===== config.mk =====
export PLATFORM = sky130hd
export DESIGN_NAME = npc_unit
export DESIGN_NICKNAME = d
export VERILOG_FILES = /design/src/rtl/npc_pkg.sv /design/src/rtl/npc_ctrl.sv /design/src/rtl/npc_datapath.sv /design/src/rtl/npc_unit.sv
export SDC_FILE = /design/constraint.sdc
export NUM_CORES = 1
export LEC_CHECK = 0
export ABC_AREA = 1
export CORE_UTILIZATION = 30
export DETAILED_ROUTE_END_ITERATION = 6
export SLEW_MARGIN = 10
export SYNTH_ARGS = -nofsm -noshare
export SYNTH_HDL_FRONTEND = slang
export SYNTH_SLANG_ARGS = --single-unit
export TNS_END_PERCENT = 30

===== constraint.sdc =====
create_clock -name clk -period 1.5 [get_ports clk]
set_input_delay 0.15 -clock clk [delete_from_list [all_inputs] [get_ports clk]]
set_output_delay 0.15 -clock clk [all_outputs]
set_load 0.05 [all_outputs]

===== src/rtl/npc_pkg.sv =====
package npc_pkg;

  typedef enum logic [3:0] {
    KIND_NONE   = 4'd0,
    KIND_EQ     = 4'd1,
    KIND_NE     = 4'd2,
    KIND_LEZ    = 4'd3,
    KIND_GTZ    = 4'd4,
    KIND_LTZ    = 4'd5,
    KIND_GEZ    = 4'd6,
    KIND_LTZ_LK = 4'd7,
    KIND_GEZ_LK = 4'd8,
    KIND_JREG   = 4'd9,
    KIND_JREG_LK= 4'd10,
    KIND_JR     = 4'd11
  } brKind_e;

  typedef enum logic [1:0] {
    SEL_REL    = 2'd0,
    SEL_REGION = 2'd1,
    SEL_RS     = 2'd2
  } tgtSel_e;

  typedef struct packed {
    logic eq;
    logic neg;
    logic zero;
  } cmpFlags_t;

  typedef struct packed {
    logic    commit;
    logic    take;
    logic    link;
    tgtSel_e sel;
  } ctrlStrobe_t;

endpackage


===== src/rtl/npc_ctrl.sv =====
module npc_ctrl
  import npc_pkg::*;
(
  input  logic        instValid,
  input  logic [3:0]  brKind,
  input  cmpFlags_t   flags,
  output ctrlStrobe_t strobe
);

  logic condTake;
  logic isLink;
  tgtSel_e sel;

  always_comb begin
    condTake = 1'b0;
    isLink   = 1'b0;
    sel      = SEL_REL;
    case (brKind)
      KIND_EQ:      condTake = flags.eq;
      KIND_NE:      condTake = ~flags.eq;
      KIND_LEZ:     condTake = flags.neg | flags.zero;
      KIND_GTZ:     condTake = ~flags.neg & ~flags.zero;
      KIND_LTZ:     condTake = flags.neg;
      KIND_GEZ:     condTake = ~flags.neg;
      KIND_LTZ_LK: begin
        condTake = flags.neg;
        isLink   = 1'b1;
      end
      KIND_GEZ_LK: begin
        condTake = ~flags.neg;
        isLink   = 1'b1;
      end
      KIND_JREG: begin
        condTake = 1'b1;
        sel      = SEL_REGION;
      end
      KIND_JREG_LK: begin
        condTake = 1'b1;
        isLink   = 1'b1;
        sel      = SEL_REGION;
      end
      KIND_JR: begin
        condTake = 1'b1;
        sel      = SEL_RS;
      end
      default: begin
        condTake = 1'b0;
        isLink   = 1'b0;
      end
    endcase
  end

  always_comb begin
    strobe.commit = instValid;
    strobe.take   = instValid & condTake;
    strobe.link   = instValid & isLink;
    strobe.sel    = sel;
  end

endmodule


===== src/rtl/npc_datapath.sv =====
module npc_datapath
  import npc_pkg::*;
#(
  parameter int XLEN  = 32,
  parameter int OFF_W = 16,
  parameter int IDX_W = 26
) (
  input  logic             clk,
  input  logic             rstN,
  input  logic [XLEN-1:0]  pc,
  input  logic [XLEN-1:0]  rsVal,
  input  logic [XLEN-1:0]  rtVal,
  input  logic [OFF_W-1:0] brOffset,
  input  logic [IDX_W-1:0] jmpIndex,
  input  ctrlStrobe_t      strobe,
  output cmpFlags_t        flags,
  output logic [XLEN-1:0]  nextPc,
  output logic             slotRedirect,
  output logic [XLEN-1:0]  linkAddr
);

  localparam int INST_BYTES = 4;
  localparam int SHIFT      = 2;
  localparam int EXT_W      = XLEN - OFF_W - SHIFT;
  localparam int LOW_W      = IDX_W + SHIFT;
  localparam logic [XLEN-1:0] REGION_MASK = ~((XLEN'(1) << LOW_W) - XLEN'(1));

  logic [XLEN-1:0] pcPlus4;
  logic [XLEN-1:0] pcPlus8;
  logic [XLEN-1:0] relDisp;
  logic [XLEN-1:0] relTarget;
  logic [XLEN-1:0] regionTarget;
  logic [XLEN-1:0] chosenTarget;
  logic [XLEN-1:0] pendTarget;
  logic            pendValid;

  assign pcPlus4 = pc + XLEN'(INST_BYTES);
  assign pcPlus8 = pc + XLEN'(2 * INST_BYTES);

  assign relDisp      = {{EXT_W{brOffset[OFF_W-1]}}, brOffset, {SHIFT{1'b0}}};
  assign relTarget    = pcPlus4 + relDisp;
  assign regionTarget = (pcPlus4 & REGION_MASK) | XLEN'({jmpIndex, {SHIFT{1'b0}}});

  always_comb begin
    flags.eq   = (rsVal == rtVal);
    flags.neg  = rsVal[XLEN-1];
    flags.zero = (rsVal == '0);
  end

  always_comb begin
    case (strobe.sel)
      SEL_REGION: chosenTarget = regionTarget;
      SEL_RS:     chosenTarget = rsVal;
      default:    chosenTarget = relTarget;
    endcase
  end

  always_ff @(posedge clk or negedge rstN) begin
    if (!rstN) begin
      pendValid  <= 1'b0;
      pendTarget <= '0;
    end else if (strobe.commit) begin
      pendValid  <= strobe.take;
      pendTarget <= chosenTarget;
    end
  end

  assign slotRedirect = pendValid;
  assign nextPc       = pendValid ? pendTarget : pcPlus4;
  assign linkAddr     = pcPlus8;

endmodule


===== src/rtl/npc_unit.sv =====
module npc_unit
  import npc_pkg::*;
#(
  parameter int XLEN     = 32,
  parameter int OFF_W    = 16,
  parameter int IDX_W    = 26,
  parameter int RIDX_W   = 5,
  parameter int LINK_REG = 31
) (
  input  logic              clk,
  input  logic              rstN,
  input  logic              instValid,
  input  logic [3:0]        brKind,
  input  logic [XLEN-1:0]   pc,
  input  logic [XLEN-1:0]   rsVal,
  input  logic [XLEN-1:0]   rtVal,
  input  logic [OFF_W-1:0]  brOffset,
  input  logic [IDX_W-1:0]  jmpIndex,
  output logic [XLEN-1:0]   nextPc,
  output logic              taken,
  output logic              slotRedirect,
  output logic              linkWe,
  output logic [RIDX_W-1:0] linkIdx,
  output logic [XLEN-1:0]   linkAddr
);

  ctrlStrobe_t strobe;
  cmpFlags_t   flags;

  npc_ctrl i_ctrl (
    .instValid (instValid),
    .brKind    (brKind),
    .flags     (flags),
    .strobe    (strobe)
  );

  npc_datapath #(
    .XLEN  (XLEN),
    .OFF_W (OFF_W),
    .IDX_W (IDX_W)
  ) i_dp (
    .clk          (clk),
    .rstN         (rstN),
    .pc           (pc),
    .rsVal        (rsVal),
    .rtVal        (rtVal),
    .brOffset     (brOffset),
    .jmpIndex     (jmpIndex),
    .strobe       (strobe),
    .flags        (flags),
    .nextPc       (nextPc),
    .slotRedirect (slotRedirect),
    .linkAddr     (linkAddr)
  );

  assign taken   = strobe.take;
  assign linkWe  = strobe.link;
  assign linkIdx = RIDX_W'(LINK_REG);

endmodule


# Yosys cells after proc, flatten, opt, wreduce, memory -nomap -nowiden
# Index checks and enable logic that the tools add are counted.
[op_classes]
order_cmp = 0
n_reduce_logical = 6
addsub = 3
mux = 5
n_eq_ne = 14
n_mul = 0
n_bitwise = 8
shift = 0
div = 0
[op_table]
columns = ["op", "count"]
rows = [
  ["$pmux 32 s2", 1],
  ["$add 32x3->32 const B", 1],
  ["$add 32x32->32", 1],
  ["$add 32x4->32 const B", 1],
  ["$eq 32x32->1", 1],
  ["$logic_not 32->1", 1],
  ["$mux 32", 1],
  ["$or 32x28->32", 1],
  ["$eq 4x3->1 const B", 4],
  ["$eq 4x4->1 const B", 4],
  ["$eq 4x2->1 const B", 2],
  ["$pmux 1 s7", 1],
  ["$reduce_or 2->1", 3],
  ["$reduce_or 3->1", 2],
  ["$eq 4x1->1 const B", 1],
  ["$pmux 2 s2", 1],
  ["$and 1x1->1", 3],
  ["$not 1->1", 3],
  ["$eq 2x1->1 const B", 1],
  ["$eq 2x2->1 const B", 1],
  ["$mux 1", 1],
  ["$or 1x1->1", 1],
]
[word_totals]
wordCells = 38
in_bits = 145
mem_bits_rw = 0
n_memories = 0
out_inout_bits = 72
mem_bits_ro = 0
latch_bits = 0
reg_bits = 33

# Logic depth before layout (Yosys ltp)
[logic_depth]
depth_word = 5
ltp_mapped = 22
ltp_nobuf = 22

# By module
# Synthesis repeated with hierarchy kept, for this count alone.
[unflattened]
hier_cells = 1040
area_unflattened_um2 = 6048.3
[by_module_without_submodules]
columns = ["mod", "area_per_inst_um2", "cells_per_inst", "instances", "seq_area_each_um2"]
rows = [
  ["npc_datapath", 5871.9, 1003, 1, 825.8],
  ["npc_ctrl", 135.1, 31, 1, 0.0],
  ["npc_unit", 41.3, 6, 1, 0.0],
]

# Worst setup path after synthesis
# Ideal clock, no wire load.
[synth_path]
path_kind = "in2reg"
start = "in pc[3]"
end = "reg i_dp.pendTarget[20]"
t_required_ps = 1384
n_path_buf = 0
setup_ps = 116
stages = 19
path_slack_ps = -1340
t_arrival_ps = 2724
cell_sequence = "ha_1 nand2_2 nor2_4 nand2_2 nor2_4 nand2_1 xnor2_2 nand2_1 nand2_1 ha_1 a21oi_1 o21ai_0 inv_1 nand2_1 a21oi_1 xor2_1 nand2_1 nand2_1 nand2_1"
[synth_between]
elab_chain_cells = 3
[synth_lines]
columns = ["item", "line", "rtl"]
rows = [
  ["start, declared", "npc_unit.sv:14", "input logic [XLEN-1:0] pc,"],
  ["$add 32x3->32", "npc_datapath.sv:37", "assign pcPlus4 = pc + XLEN'(INST_BYTES);"],
  ["$add 32x32->32", "npc_datapath.sv:41", "assign relTarget = pcPlus4 + relDisp;"],
  ["$pmux 32 s2", "npc_datapath.sv:51", "case (strobe.sel)"],
  ["end signal, assigned", "npc_datapath.sv:64", "pendTarget <= chosenTarget;"],
  ["end, declared", "npc_datapath.sv:34", "logic [XLEN-1:0] pendTarget;"],
]
# Every way passes these cells.
# A chain may end at the register's enable or synchronous reset.

# Worst setup path in the final report
[layout_path]
start = "in pc[4]"
end = "reg i_dp.pendTarget[31]"
[layout_between]
elab_chain_cells = 3
elab_cells_between_ends = 4
classes_between = "add/sub (2); mux (1); bitwise (1)"
[layout_lines]
columns = ["item", "line"]
rows = [
  ["$add 32x3->32 (*)", "npc_datapath.sv:37"],
  ["$add 32x32->32 or $or 32x28->32 (tied branches)", "npc_datapath.sv:41, npc_datapath.sv:42"],
  ["$pmux 32 s2 (*)", "npc_datapath.sv:51"],
]
# Mark *: on every way between the ends. The rest lies on a longest branch, timed or not.

==> results.md <==
| Quantity | This run | Unit |
|:---|:---|:---|
| Largest fanout on the critical path | 4 | - |
| Worst ir drop on vdd | 0.393 | mV |
| Number of detailed-routing iterations run before antenna repair | 5 | - |
| Length in cells of the worst reg-to-reg path | 3 | - |
| PD cells | 584 | nW/um^2 |
| Shortest clock period the worst path allows after layout | 2.49 | ns |
| Total count of max-transition violations in the final report | 0 | - |
| Average routed wire per standard cell | 19.1 | um |
| Share of Yosys cell area claimed by the top area cell type | 20.5 | % |
| Initial standard-cell utilization of the core | 30.8 | % |
| Cells after synthesis | 1066 | - |
| Outcome | finished, violations left | - |
| Predominant post-synthesis flop cell | dfrtp_1 | - |
| Hold bufs inserted after CTS | 0 | - |
| Die Area | 21500 | um^2 |
| Buffers on Ports | 211 | - |
| M2 GR Usage | 54.3 | % |
| Post-synthesis sequential area ratio | 13.2 | % |
| Type of the most critical hold path | primary input to asynchronous set/reset pin | - |
| Share of post-route cells with drive strength above 1 | 57.1 | % |
| Final Worst Setup Slack | -0.994 | ns |
| CTS buffer count | 5 | - |
| Post-route antenna net violation count | 0 | - |
| Area overhead of the layout relative to synthesis | 137 | % |
| Clock tree from TritonCTS | built | - |
| Non-filler cells in the finished layout | 1894 | - |
| Hold violation count in the final report | 0 | - |
| Unrepaired setup endpoints after global routing | yes | - |
| Failing checks | setup timing | - |
| Largest cells by area after synthesis | nand2_1 (21%), dfrtp_1 (13%), ha_1 (7.6%), nor2_1 (7.1%), inv_1 (6.9%) | - |
| Weighted congestion at the end of routability-driven global placement | 0.953 | - |
| Mean number of vias per cell | 5.13 | - |
| First-pass GRT wire length | 51.6 | mm |
| Data arrival time at the worst-slack endpoint | 2.66 | ns |
| Setup CP Type | primary input to flip-flop | - |
| Register-to-register setup slack | 0.63 | ns |
| DRC violation count after routing | 0 | - |
| All-Layer GR Usage | 30.6 | % |
| Category of the worst setup path launch point | primary input | - |
| Standard-cell rows | 52 | - |
| Routed WL | 36.1 | mm |
| Global-route met3 utilization | 4.41 | % |
| Clock slew at reported path FFs | 0.06 | ns |
| Aggregate negative setup slack | -39.86 | ns |
| Register bit count reported by yosys | 33 | - |
| DPL Wire Length | 24.6 | mm |
| Post-route clock period utilization | 166 | % |
| Final Power | 8.68 | mW |
| Die Ht | 147 | um |
| Worst Hold Slack | 0.232 | ns |
| Clock skew after layout | 0 | ns |
| Count of final setup violators | 80 | - |
| H-tree depth | 2 | - |
| Antenna Cells | 0 | - |
| Number of nets at the end of the flow | 1807 | - |
| Met1 track utilization from global routing | 37.2 | % |
| Post-synthesis cell type count | 48 | - |
| Placed cell count | 1811 | - |
| Mean area per synthesized cell | 5.89 | um^2 |
| Post-synth EDFFs | 0 | - |
| Number of I/O pins | 217 | - |
| Clock tree root buffer cell | clkbuf_16 | - |
| Async SR Flop Fraction | 100 | % |
| Critical register-to-register path startpoint | i_dp.slotRedirect | - |
| Initial DRC Count | 593 | - |
| Endpoint of the worst register-to-register path | i_dp.slotRedirect | - |
| Max-cap violations | 0 | - |
| Required time reported for the critical path endpoint | 1.67 | ns |
| Number of fillers in the final layout | 1479 | - |
| Vias in the first global route | 9689 | - |
| Maximum achievable frequency | 0.401 | GHz |
| Via count of the routed design | 9713 | - |
| Area of the core | 20400 | um^2 |
| Post-synthesis instance area | 6270 | um^2 |
| Leading cell types in the layout, fill and taps excluded | buf_4 (309), nand2_1 (230), nand2_2 (87), inv_1 (81), buf_12 (77) | - |
| CP endpoint kind | flip-flop | - |
| Synth area leader | nand2_1 | - |
| Number of antenna violations at the first check in global routing | 0 | - |
| Maximum number of pins on one net before global-route repair | 34 | - |
| Yosys synthesis warning count | 0 | - |
| Most Used Layer, Global Route | met2 | - |
| Worst-case clock buffer depth | 2 | - |
| Die outline width | 147 | um |
| Static leakage | 7.36 | nW |
| Leading cell type in the layout, fill and taps excluded | buf_4 | - |
| Clock latency on the worst-skew pair | 0.28 | ns |
| Final core utilization | 73.0 | % |
| Remaining global-route overflow | 0 | - |
| Clock sink count | 33 | - |
## worst max-delay path, cell delays in order
cell	delay, ns
buf_8	0.08
ha_4	0.16
nand2_4	0.06
nor2_4	0.18
nand2_4	0.13
nor2_4	0.16
nand2_4	0.09
xnor2_4	0.18
nand2_2	0.10
nand2_2	0.10
ha_4	0.22
nand2_4	0.09
buf_6	0.11
inv_1	0.04
nand2_1	0.08
nand2_2	0.10
nand2_2	0.08
nand2_2	0.07
nand2_1	0.07
nand2_1	0.05
a21oi_1	0.14
nand2_1	0.08
nand3_2	0.08
a21oi_2	0.05
## where the power goes
part           switching (mW)  internal, mW
clock                   0.409         0.830
combinational            3.35          2.95
sequential             0.0941          1.05
total                    3.85          4.83
## flip-flops by register name, summed over array words and instances, names as in the netlist
register	count
i_dp.pendTarget	32
i_dp.slotRedirect	1
## cells by family after synthesis
kind of cell	after synthesis	synth area share, %
compound gates	158	14.7
xor+xnor	88	12.8
fa+ha+maj	39	7.90
simple gates	597	41.8
buf+inv	150	9.61
other cells	1	0.0598
flops	33	13.2
## through the flow
stage / setup WS, ns / cell area (um^2)
6_report: -0.994 / 14900
5_1_grt: -1.08 / 14900
4_1_cts: -0.831 / 14100
3_5_place_dp: -1.99 / 11800
3_3_place_gp: -1.99 / 11800
2_1_floorplan: -1.00 / 6540
## how the worst max path moves through the flow
stage / start / slack [ns] / to
after floorplan: pc[3] / -1.00 / i_dp.pendTarget[31]
after global placement: pc[8] / -1.99 / i_dp.pendTarget[20]
after detailed placement: pc[3] / -1.99 / i_dp.pendTarget[20]
after CTS: pc[3] / -0.83 / i_dp.pendTarget[29]
after global routing: pc[3] / -1.08 / i_dp.pendTarget[29]
final: pc[4] / -0.99 / i_dp.pendTarget[31]
## what timing repair did
item | CTS | global route
setup buffers | 60 | 24
setup endpoints to repair | 93 | 89
pin swaps | 171 | 137
gates resized for setup | 502 | 316
## layout make-up
| class | count | area [um^2] | area share (%) |
|---|---|---|---|
| clock buffers | 7 | 143 | 0.960 |
| clock inverters | 1 | 30.0 | 0.202 |
| inverters | 118 | 462 | 3.11 |
| multi-input cells | 887 | 7250 | 48.8 |
| flip-flops and latches | 33 | 827 | 5.56 |
| well taps | 270 | 338 | 2.27 |
| repair buffers | 578 | 5810 | 39.1 |
## synth_stat cells, types with 3 or more instances
library cell	instances
a21oi_1	74
a21oi_2	3
a221o_1	3
a22o_1	13
a31oi_1	3
and2_1	5
buf_4	10
clkbuf_1	18
dfrtp_1	33
ha_1	38
inv_1	116
nand2_1	343
nand2_2	8
nand2_4	4
nand3_1	67
nand3_2	4
nand3b_1	6
nand4_1	7
nor2_1	119
nor2_2	7
nor2_4	9
nor3_1	5
o21ai_0	38
o21ai_1	3
o21bai_1	8
or2_2	5
xnor2_1	45
xnor2_2	4
xor2_1	39
## metal layers
layer  up-vias  part of all wire (%)
met1      4540                    39
met2       543                    49
met4         0                   5.0
met5         -                     0
met3       126                   7.3
li1       4504                     -
No activity file was read; power rests on OpenSTA's default activity.
